**config.mk**
```make
export PLATFORM = sky130hd
export DESIGN_NAME = sat_step_counter
export DESIGN_NICKNAME = d
export VERILOG_FILES = /design/src/rtl/sat_step_pkg.sv /design/src/rtl/sat_step_ceiling.sv /design/src/rtl/sat_step_incr.sv /design/src/rtl/sat_step_counter.sv
export SDC_FILE = /design/constraint.sdc
export NUM_CORES = 1
export LEC_CHECK = 0
export CAP_MARGIN = 20
export CORE_AREA = 2 2 39 41
export CTS_CLUSTER_SIZE = 30
export DETAILED_ROUTE_END_ITERATION = 16
export DIE_AREA = 0 0 41 43
export HOLD_SLACK_MARGIN = 0.1
export SYNTH_ARGS = -nofsm -noshare
export SYNTH_HDL_FRONTEND = slang
export SYNTH_SLANG_ARGS = --single-unit
```
**constraint.sdc**
```tcl
create_clock -name clk -period 1.85 [get_ports clk]
set_clock_uncertainty 0.15 [all_clocks]
set_input_delay 0.37 -clock clk [delete_from_list [all_inputs] [get_ports clk]]
set_output_delay 0.37 -clock clk [all_outputs]
set_load 0.02 [all_outputs]
```
**src/rtl/sat_step_pkg.sv**
```systemverilog
package sat_step_pkg;

    localparam int unsigned CNT_W = 8;

    // Register image of the counter: only the count value is stored.
    typedef struct packed {
        logic [CNT_W-1:0] count;
    } cnt_state_t;

endpackage

```
**src/rtl/sat_step_ceiling.sv**
```systemverilog
// Chooses the saturation ceiling that goes with the selected step size.
module sat_step_ceiling #(
    parameter int unsigned WIDTH = 8
) (
    input  logic             step2,
    output logic [WIDTH-1:0] ceiling
);
    localparam logic [WIDTH-1:0] TOP_ANY  = {WIDTH{1'b1}};
    localparam logic [WIDTH-1:0] TOP_EVEN = {{(WIDTH-1){1'b1}}, 1'b0};

    always_comb begin
        ceiling = step2 ? TOP_EVEN : TOP_ANY;
    end
endmodule

```
**src/rtl/sat_step_incr.sv**
```systemverilog
// Works out the next count value: step amount, parity alignment and clamping.
module sat_step_incr #(
    parameter int unsigned WIDTH = 8
) (
    input  logic [WIDTH-1:0] cur,
    input  logic             step2,
    input  logic [WIDTH-1:0] ceiling,
    output logic [WIDTH-1:0] nxt
);
    logic [WIDTH:0] amount;
    logic [WIDTH:0] sum;
    logic           above_ceiling;
    logic           sum_clamps;

    always_comb begin
        // An odd value in the step-of-two mode first moves one place up to become even.
        if (step2 && !cur[0]) begin
            amount = (WIDTH+1)'(2);
        end else begin
            amount = (WIDTH+1)'(1);
        end
        sum           = {1'b0, cur} + amount;
        above_ceiling = (cur > ceiling);
        sum_clamps    = (sum > {1'b0, ceiling});
        if (above_ceiling || sum_clamps) begin
            nxt = ceiling;
        end else begin
            nxt = sum[WIDTH-1:0];
        end
    end
endmodule

```
**src/rtl/sat_step_counter.sv**
```systemverilog
module sat_step_counter #(
    parameter int unsigned WIDTH = sat_step_pkg::CNT_W
) (
    input  logic             clk,
    input  logic             rst,
    input  logic             en,
    input  logic             step2,
    output logic [WIDTH-1:0] count
);
    logic [WIDTH-1:0] count_d;
    logic [WIDTH-1:0] count_q;
    logic [WIDTH-1:0] ceiling;
    logic [WIDTH-1:0] advanced;

    sat_step_ceiling #(.WIDTH(WIDTH)) u_ceiling (
        .step2   (step2),
        .ceiling (ceiling)
    );

    sat_step_incr #(.WIDTH(WIDTH)) u_incr (
        .cur     (count_q),
        .step2   (step2),
        .ceiling (ceiling),
        .nxt     (advanced)
    );

    // Next-state process: reset, then enable, then hold.
    always_comb begin
        count_d = count_q;
        if (rst) begin
            count_d = '0;
        end else if (en) begin
            count_d = advanced;
        end
    end

    // State register.
    always_ff @(posedge clk) begin
        count_q <= count_d;
    end

    assign count = count_q;
endmodule

```
==> out/results.tsv <==
stage	metric	value	unit
floorplan	die area	1763	sq um
synth	Post-synth EDFFs	0	
timing	crit share post-route	98.51	%
synth	post-synthesis mux area share	0	%
critical_path	critical path depth	1	
detailed_routing	WL final	1.139	mm
detailed_routing	1st-iter DRT viols	2	
floorplan	num rows	14	
detailed_routing	Initial DRT Pass Iterations	4	
clock_network	worst skew pair latency	0.27	ns
synth	Post-Syn Area per Cell	9.249	sq um
critical_path	Top Family by Delay on Critical Path	buffers and inverters	
timing	Fin. Hold Viols	0	
synth	xor/xnor share of the synthesized area	11.14	%
global_routing	vias in the first global route	442	
critical_path	Critical Path Sink Type	output pin	
final_layout	share of post-route cells with drive strength above 1	33.78	%
global_routing	first-pass GRT wire length	1.835	mm
final_layout	register area	163.9	sq um
timing	worst setup margin	0.02757	ns
power	Worst VDD drop	280.0	uV
synth	Compound-Gate Fraction of Synth Area	24.14	%
power	NetSw	116.9	uW
timing	RSZ-0062 raised after global routing	false	
placed_design	IO buf count	11	
final_layout	non-filler cells, final	90	
synth	top cells by count, synth	dfxtp_1, a21oi_1, xor2_1	
timing	min Tclk post-route	1.822	ns
timing	final setup vio count	0	
power	Pleak	0.0002952	uW
floorplan	Core Region	1384	sq um
synth	Synth Area in Simple Gates	19.63	%
min_path	Hold Path Stages	2	
synth	post-synthesis cell type with the largest combined area	dfxtp_1	
timing	fin. max-slew vios	0	
min_path	hold wc startpoint	count[6]	
critical_path	crit-path cells	clkdlybuf4s50_1	
final_layout	Filler cells	138	
synth	main combinational cell family by area after synthesis	compound AO/OA/AOI/OAI gates	
detailed_routing	Vias/cell	5.022	
power	Reg power frac	43.1	%
clock_network	CTS Hold Bufs	0	
clock_network	CTS tree	yes	
detailed_routing	drt wl/cell	12.66	um
run_status	status	finished clean	
global_routing	initial antenna violation count	0	
global_routing	pin count of the biggest net entering global routing	9	
power	PD cells	586.1	nW/um^2
floorplan	Starting Density	34.09	%
clock_network	H-tree depth	1	
power	Clock power frac	37.1	%
final_layout	# nets final	82	
critical_path	Crit path buffers/inverters	1	
detailed_routing	ANT nets after route	0	
critical_path	CP Launch Point	count[7]	
synth	Seq/Total Area, Yosys	33.95	%
clock_network	clock buffer depth	2	
synth	Synth top area share	33.95	%
final_layout	diodes inserted	0	
floorplan	Die X	41	um
critical_path	Data arrival, critical path	1.30	ns
final_layout	combined area of the multi-input logic cells	322.8	sq um
floorplan	IO Pins	12	
detailed_routing	via count	452	
critical_path	Largest stage delay, worst path	0.63	ns
synth	Syn. warnings	0	
timing	Peak Freq	548.7	MHz
power	switch share	27.77	%
critical_path	R2R cell count	7	
global_routing	Tot GR Track Use	15.88	%
final_layout	max FFs per register	8	
synth	cell with the most instances after synthesis	dfxtp_1	
detailed_routing	DRC Markers	0	
timing	slew margin rel.	77.72	%
critical_path	Setup CP Type	reg2out	
synth	asr flop ratio synth	0	%
synth	Synth Instances	51	
synth	post-synthesis adder-cell area fraction	7.958	%
synth	Synth Net Count	58	
critical_path	CP Launch Type	register	
flow_run	Max-Cap Viols	0	
clock_network	Num CTS Buffers	3	
final_layout	area grow syn2layout	52.25	%
critical_path	Crit Reg-Reg Startpoint	count[0]	
synth	ys flop type	dfxtp_1	
placed_design	Place WS	-0.4773	ns
critical_path	Slowest cell on crit path	clkdlybuf4s50_1	
power	Internal Power	304.1	uW
timing	Worst-Margin Slew	0.3331	ns
synth	Post-Syn Area	471.7	sq um
clock_network	Root Buffer	clkbuf_4	
power	combinational fraction of design power	19.8	%
min_path	HP Class	reg2reg	
synth	synthesized flop and latch total	8	
synth	largest cells by area after synthesis	dfxtp_1, xor2_1, ha_1, a21oi_1, o221ai_2	
global_routing	grt total ovfl	0	
placed_design	DP Wirelength	799.7	um
critical_path	Worst EP required	1.33	ns
timing	setup_tns	0	ns
placed_design	Routability Congestion	0.6996	
clock_network	# clock sinks	8	
floorplan	Die H	43	um
placed_design	placed cells	85	
synth	synth unique cells	25	
critical_path	CP max FO	5	
clock_network	Reg clk slew, reported paths	0.06	ns
metrics by stage:
step                      hold WS [ns]  instance area, sq um  util (%)  power (uW)
final                           0.4549                 718.2     51.90       420.9
after CTS                       0.4546                 695.7     50.27       416.5
after global routing            0.5083                 718.2     51.90       438.2
after detailed placement        0.4374                 661.9     47.83       263.0
after floorplan                 0.3565                 475.5         -       224.4
after global placement          0.4432                 661.9     47.83       262.2
worst paths after layout:
| path | slack [ns] | to |
|---|---|---|
| worst max-delay path | 0.03 | count[7] |
| worst min-delay path | 0.45 | count[6] |
| worst max register to register | 0.13 | count[0] |
| worst min register to register | 0.45 | count[6] |
area by class of cell:
cell class                      instances  area share, %
Sequential cell                         8          22.82
Inverter                                3          1.568
Clock buffer                            4          3.659
Tap cell                               16          2.787
Timing Repair Buffer                   20          24.22
Multi-Input combinational cell         39          44.95
power by group through the flow:
stage	Clock (uW)	Sequential, uW	Combinational (uW)
floorplan	0	191	33.4
global placement	0	184	78.2
detailed placement	0	184	79.0
CTS	158	180	78.2
global route	165	182	91.2
finish	156	181	83.4
routing by layer:
metal	global-route usage, %	part of all wire [%]
met4	10.00	2.7
met3	4.712	6.0
met5	0	0
met1	18.71	47
met2	23.75	44
cell families after synthesis:
logic type               Yosys count
AO/OA/AOI/OAI                     16
XOR/XNOR                           6
adder cells (fa/ha/maj)            3
buffers and inverters              4
flip-flops                         8
AND/OR/NAND/NOR                   14
what timing repair did:
item                                    CTS  global route
resized for setup                         3             7
endpoints found under the hold margin     0             0
pin swaps                                 1             2
endpoints found under the setup margin    9             6
buffers inserted                          1             0
layout by cell type, fill, tap and decap left out, drive strengths merged:
| cell type | Yosys | routed |
|---|---|---|
| o211ai | 1 | 1 |
| nor2 | 3 | 3 |
| o2111ai | 1 | 1 |
| a21oi | 8 | 8 |
| dlygate4sd2 | 0 | 1 |
| and3b | 1 | 1 |
| ha | 3 | 3 |
| buf | 1 | 9 |
| nand2 | 1 | 1 |
| and4 | 1 | 1 |
| o221ai | 1 | 1 |
| and2 | 1 | 1 |
| nor3b | 1 | 1 |
| and3 | 1 | 1 |
| o2111a | 1 | 1 |
| dlymetal6s2s | 0 | 1 |
| xor2 | 6 | 6 |
| nand4b | 1 | 1 |
| clkdlybuf4s50 | 0 | 8 |
| nand2b | 1 | 1 |
| clkbuf | 0 | 5 |
| nand4 | 1 | 1 |
| a21o | 1 | 1 |
| o21a | 1 | 1 |
| inv | 3 | 3 |
| nand3 | 2 | 2 |
| dfxtp | 8 | 8 |
| o21ai | 2 | 2 |
Note: power is estimated with default switching activity, not from simulation.
